### src/rtl/ps2_dev_link.sv
module ps2_dev_link #(
  parameter int HALF = 2000
) (
  input  logic       clk,
  input  logic       rst_n,
  input  logic       ps2_clk_in,
  output logic       ps2_clk_oe,
  input  logic       ps2_dat_in,
  output logic       ps2_dat_oe,
  input  logic [7:0] tx_byte,
  input  logic       tx_valid,
  output logic       tx_ready,
  output logic [7:0] rx_byte,
  output logic       rx_valid
);
  localparam int CW = $clog2(HALF + 1);

  typedef enum logic [1:0] {S_IDLE, S_TX, S_RX, S_GAP} st_t;

  st_t         st;
  logic [CW-1:0] cnt;
  logic        ph;
  logic [3:0]  idx;
  logic [10:0] sh, rsh;
  logic [1:0]  cs, ds;
  logic        send_ack, ack_pend, hold_v;
  logic [7:0]  hold;

  wire clk_s = cs[1];
  wire dat_s = ds[1];
  wire tick  = (cnt == CW'(HALF - 1));
  wire good  = !rsh[0] && rsh[10] && (^rsh[9:1]);

  function automatic logic [10:0] frame(input logic [7:0] b);
    return {1'b1, ~^b, b, 1'b0};
  endfunction

  assign tx_ready   = !hold_v;
  assign ps2_clk_oe = (st == S_TX || st == S_RX) && ph;
  assign ps2_dat_oe = (st == S_TX && !sh[0]) || (st == S_RX && idx == 4'd11);

  always_ff @(posedge clk or negedge rst_n) begin
    if (!rst_n) begin
      cs <= 2'b11;
      ds <= 2'b11;
    end else begin
      cs <= {cs[0], ps2_clk_in};
      ds <= {ds[0], ps2_dat_in};
    end
  end

  always_ff @(posedge clk or negedge rst_n) begin
    if (!rst_n) begin
      st       <= S_IDLE;
      cnt      <= '0;
      ph       <= 1'b0;
      idx      <= '0;
      sh       <= '1;
      rsh      <= '0;
      send_ack <= 1'b0;
      ack_pend <= 1'b0;
      hold_v   <= 1'b0;
      hold     <= '0;
      rx_byte  <= '0;
      rx_valid <= 1'b0;
    end else begin
      rx_valid <= 1'b0;
      if (tx_valid && !hold_v) begin
        hold   <= tx_byte;
        hold_v <= 1'b1;
      end
      case (st)
        S_IDLE: begin
          cnt <= '0;
          ph  <= 1'b0;
          idx <= '0;
          if (clk_s && !dat_s) begin
            st <= S_RX;
          end else if (clk_s && dat_s && (ack_pend || hold_v)) begin
            st       <= S_TX;
            send_ack <= ack_pend;
            sh       <= frame(ack_pend ? 8'hFA : hold);
          end
        end
        S_TX, S_RX: begin
          cnt <= tick ? '0 : cnt + 1'b1;
          if (tick) begin
            if (!ph) begin
              if (st == S_TX && !clk_s) begin
                st <= S_GAP;
              end else begin
                ph <= 1'b1;
                if (st == S_RX && idx != 4'd11) rsh <= {dat_s, rsh[10:1]};
              end
            end else begin
              ph  <= 1'b0;
              idx <= idx + 1'b1;
              if (st == S_TX) begin
                sh <= {1'b1, sh[10:1]};
                if (idx == 4'd10) begin
                  st <= S_GAP;
                  if (send_ack) ack_pend <= 1'b0;
                  else          hold_v   <= 1'b0;
                end
              end else if (idx == 4'd11) begin
                st <= S_GAP;
                if (good) begin
                  rx_valid <= 1'b1;
                  rx_byte  <= rsh[8:1];
                  ack_pend <= 1'b1;
                end
              end
            end
          end
        end
        default: begin
          cnt <= tick ? '0 : cnt + 1'b1;
          if (tick) begin
            ph <= ~ph;
            if (ph) st <= S_IDLE;
          end
        end
      endcase
    end
  end
endmodule

### config.mk
export PLATFORM = sky130hd
export DESIGN_NAME = ps2_dev_link
export DESIGN_NICKNAME = d
export VERILOG_FILES = /design/src/rtl/ps2_dev_link.sv
export SDC_FILE = /design/constraint.sdc
export NUM_CORES = 1
export LEC_CHECK = 0
export ABC_AREA = 1
export BUFFER_PORTS_ARGS = -buffer_cell sky130_fd_sc_hd__buf_2
export CAP_MARGIN = 20
export CORE_UTILIZATION = 35
export DETAILED_ROUTE_END_ITERATION = 10
export GPL_TIMING_DRIVEN = 1
export PLACE_DENSITY = 0.53
export SYNTH_ARGS = -nofsm -noshare
export SYNTH_HDL_FRONTEND = slang
export SYNTH_SLANG_ARGS = --single-unit
### constraint.sdc
create_clock -name clk -period 2 [get_ports clk]
set_input_delay 0 -clock clk [delete_from_list [all_inputs] [get_ports clk]]
set_output_delay 0 -clock clk [all_outputs]
set_load 0.005 [all_outputs]
---- Word level (Yosys, flattened, before mapping) ----
Index checks and enable logic that the tools add are counted.
Widths: inputs -> output; s select.
storage, ports and cells
  output and inout port bits .............. 12
  register bits after elaboration ......... 64
  logic and storage cells ................. 119
  bits of input ports ..................... 13
operators by class
  equality and inequality tests ........... 17
  bitwise logic cells ..................... 4
  mux-type cells .......................... 46
  add/subtract/negate cells ............... 2
  reductions and logical operators ........ 36
operators by type and width
  operator               count
  $mux 11                7
  $mux 1                 22
  $pmux 11 s2            1
  $mux 2                 10
  $reduce_and 7->1       2
  $ne 2x2->1 const B     6
  $ne 4x4->1 const B     3
  $reduce_and 6->1       2
  $add 11x1->11 const B  1
  $eq 11x11->1 const B   1
  $logic_and 1x1->1      11
  $reduce_xor 9->1       1
  $eq 4x4->1 const B     2
  $mux 4                 2
  $mux 8                 1
  $pmux 4 s2             1
  $reduce_bool 2->1      4
  $reduce_xnor 8->1      1
  $ne 3x3->1 const B     2
  $reduce_and 3->1       2
  $logic_not 1->1        5
  $reduce_and 5->1       1
  $add 4x1->4 const B    1
  $not 1->1              4
  other kinds (10)       12

---- Depth between registers and ports, before layout ----
  depth in word-level cells ............... 9
  mapped depth ............................ 13
  depth with buffers taken out ............ 13

---- Least setup slack after synthesis ----
No wires, ideal clock.
  path type ............................... reg-to-reg
  start point ............................. reg st[0]
  end point ............................... reg st[0]
  required time ........................... 1.874 ns
  stages on the path, launching flop included .. 9
  library setup time ...................... 0.126 ns
  data arrival time ....................... 1.491 ns
  buffers on the path ..................... 1
  setup slack ............................. 0.383 ns
  period minus slack after synthesis ...... 1.617 ns
  cell sequence ........................... dfrtp_1 inv_1 ha_1 buf_2 clkinv_1 nand2_1 nand2_1 nand3_1 o21ai_0
on the way
  longest elaborated chain between the ends .. 5
  elaborated cells on any way between the ends .. 17
  classes of those cells .................. eq/ne: 7; mux: 4; reduce/logical: 6
RTL lines
  item                    line        text
  from (decl)             20          st_t st;
  from (signal assigned)  54          st <= S_IDLE;
  from (signal assigned)  78          st <= S_RX;
  from (signal assigned)  80          st <= S_TX;
  $eq 2x1->1              72, 89, 98
  $mux 2                  98          if (st == S_TX) begin
  $mux 2                  88          if (!ph) begin
  $mux 2                  87          if (tick) begin
  $pmux 2 s2              72          case (st)
Several ways; a longest one is shown, not always the timed one. The select of a mux whose other input is x is not followed.
A chain may end at the register's enable or synchronous reset.

---- Worst setup path after layout ----
  start point ............................. reg cnt[0]
  end point ............................... reg sh[0]
on the way
  longest elaborated chain between the ends .. 3
RTL lines
  item                        line  text
  from (decl)                 21    logic [CW-1:0] cnt;
  from (signal assigned)      86    cnt <= tick ? '0 : cnt + 1'b1;
  from (signal assigned)      117   cnt <= tick ? '0 : cnt + 1'b1;
  $eq 11x11->1                31    wire tick = (cnt == CW'(HALF - 1));
  $ne 2x2->1 (no line)        n/a
  $reduce_and 6->1 (no line)  n/a
  to (signal assigned)        82    sh <= frame(ack_pend ? 8'hFA : hold);
  to (signal assigned)        99    sh <= {1'b1, sh[10:1]};
  to (decl)                   24    logic [10:0] sh, rsh;
Every way passes these cells.

==> flow_summary.yaml <==
run_status:
  status: "complete, no violations"
grt:
  grt_overflow: 0
  antenna_found_initial: 0
  grt_pass1_vias: 2408
  grt.total_usage: 0.148
  grt_pass1_wl_um: 11100
  grt_max_degree: 24
route:
  routedWlPerCell_um: 11.7
  dr_total_vias: 2584
  vias_per_cell: 4.68
  drtIter0Drc: 149
  drc_errors: 0
  drt-total-wl_um: 6440
  postRouteAntennaNets: 0
  firstDrtPassIters: 5
cells_and_area:
  fill_cells: 879
  multiInputGateArea_um2: 1320
  antenna_cells: 0
  fin_nets: 460
  final_cell_mix: "106 x nand2_1, 51 x inv_1, 49 x dfrtp_1"
  drive_gt1_frac: 0.176
  instances_no_fill: 552
  regArea_um2: 1590
  post-route-util: 0.433
  syn_to_final_growth_pct: 19.4
  final_common_cell: "nand2_1"
synth:
  ys_ff_latch: 63
  netlist.top_cell.by_area: "dfrtp_1"
  yosysUniqueCellTypes: 36
  syn_area_um2: 3160
  yosys_warnings: 0
  ys_seq_area_frac: 0.504
  avgSynthCellArea_um2: 8.09
  syn_nets: 412
  synthTopCellsByArea: "dfrtp_1 39%, nand2_1 13%, dfstp_2 12%, inv_1 6.1%, o21ai_0 5.1%"
  synth_top_area_frac: 0.388
  netlist_instances: 391
min_path:
  hold_path.class: "in -> async"
power_and_ir_drop:
  ir_drop_uv: 485
  power.leakage_nw: 1.87
  power_density_nw_per_um2: 1100
critical_path:
  r2r-start: "cnt[0]"
  critPathCapture: "sh[0]"
  cp_max_fo: 20
  worstPathRequired_ns: 2.27
  r2r-end: "sh[0]"
  cp.arrival_ns: 2.05
  rrSetupSlack_ns: 0.22
  startpoint: "cnt[0]"
  rr_worst_depth: 11
  cp-start-kind: "register"
  cp-end-kind: "register"
  criticalPathCategory: "reg -> reg"
sta:
  setup_viol: 0
  period_minus_slack_ns: 1.78
  slew_headroom: 0.679
  holdWs_ns: 0.152
  hold_viol: 0
  rsz0062_at_grt: "no"
  worst_slew_pin_slew_ns: 0.482
  drv_slew: 0
  fin_tns_setup_ns: 0
  fin_skew_ns: 0.00950
  clock.fmax_mhz: 561
  fin_crit_sh: 0.891
placement:
  dp_cells: 524
  port_buffers: 24
  dp_hpwl_um: 4650
  routabilityCongestion: 0.826
cts:
  path_clk_slew_ns: 0.07
  post_cts_buffers: 0
  cts.repair.resized: 0
  cts_root_buffer: "clkbuf_8"
  worst_skew_pair.late_latency_ns: 0.33
  cts_tree: "yes"
  ctsHoldBuffers: 12
  cts.sinks: 63
  clock_path_buffers: 2
  cts-htree-levels: 3
  cts_made_buffers: 9
floorplan:
  num_rows: 34
  die-area_um2: 9420
  ioPinCount: 25
  initial_core_util: 0.363
  dieWidth_um: 97.0
  die_h_um: 97.0
  core_area_um2: 8720
flow_run:
  max-cap-violations: 0
## per-layer routing
metal  up-vias  part of all wire  track usage
met3         6             0.036       0.0368
li1       1341                 -            -
met1      1180              0.52        0.205
met4         0             0.011       0.0551
met5         -                 0            0
met2        57              0.43        0.222
## final cells by class
class,count,area share
Multi-Input combinational cell,265,0.351
Sequential cell,63,0.422
Clock buffer,12,0.0385
Inverter,54,0.0537
Timing Repair Buffer,46,0.0869
Clock inverter,4,0.0119
Tap cell,108,0.0358
## state kept, by name, indices dropped and copies added (netlist names), 2 cells and up
signal / count
cs: 2
ds: 2
idx: 4
cnt: 11
rsh: 11
rx_byte: 8
sh: 10
st: 2
hold: 8
## stage by stage
step | setup WS (ns) | total power, mW | area, µm²
final | 0.219 | 4.16 | 3770
after global routing | 0.0140 | 4.45 | 3770
after CTS | 0.210 | 4.21 | 3770
after detailed placement | 0.204 | 3.07 | 3460
after global placement | 0.273 | 3.06 | 3460
after floorplan | 0.383 | 2.62 | 3160
## how the worst min path moves through the flow
| stage | from | endpoint | slack (ns) | cells past startpoint |
|---|---|---|---|---|
| floorplan | rst_n | ack_pend | -0.30 | 0 |
| global placement | rst_n | rx_byte[1] | -0.01 | 1 |
| detailed placement | rst_n | rx_byte[0] | -0.009 | 1 |
| CTS | rst_n | rx_byte[3] | 0.16 | 2 |
| global route | rst_n | rx_byte[1] | 0.19 | 2 |
| finish | rst_n | rx_byte[0] | 0.15 | 2 |
## synthesized netlist by cell type, drive strengths merged
cell type,n
clkinv,1
inv,53
o31ai,1
clkbuf,4
o211ai,1
nor3b,2
buf,5
nand2,108
xnor2,3
o221a,1
dfrtp,49
nand4,11
xor2,1
nor3,9
a21oi,19
or2,2
mux2,1
a31oi,1
nand3,13
o21ai,44
ha,8
o21a,1
dfstp,14
nor2,39
## power by group
group	leakage, nW	internal [mW]	switching (mW)
clock	0.100	0.605	0.484
combinational	0.976	0.554	0.876
sequential	0.789	1.53	0.111
## worst max-delay path: stages (launching register included)
cell and delay [ns]:
dfrtp_1 0.39, ha_1 0.18, nand2_1 0.06, inv_2 0.06
nand2_2 0.07, nor2_2 0.09, nand2_2 0.12, o21ai_2 0.15
nor3b_2 0.25, buf_12 0.18, nand3_1 0.07, o21ai_1 0.08
## cell families after synthesis
kind of cell | share of synthesized area
simple gates | 0.255
compound gates | 0.117
xor+xnor | 0.0111
fa+ha+maj | 0.0317
buf+inv | 0.0772
mux | 0.00356
flops | 0.504
No activity file was read; power rests on OpenSTA's default activity.
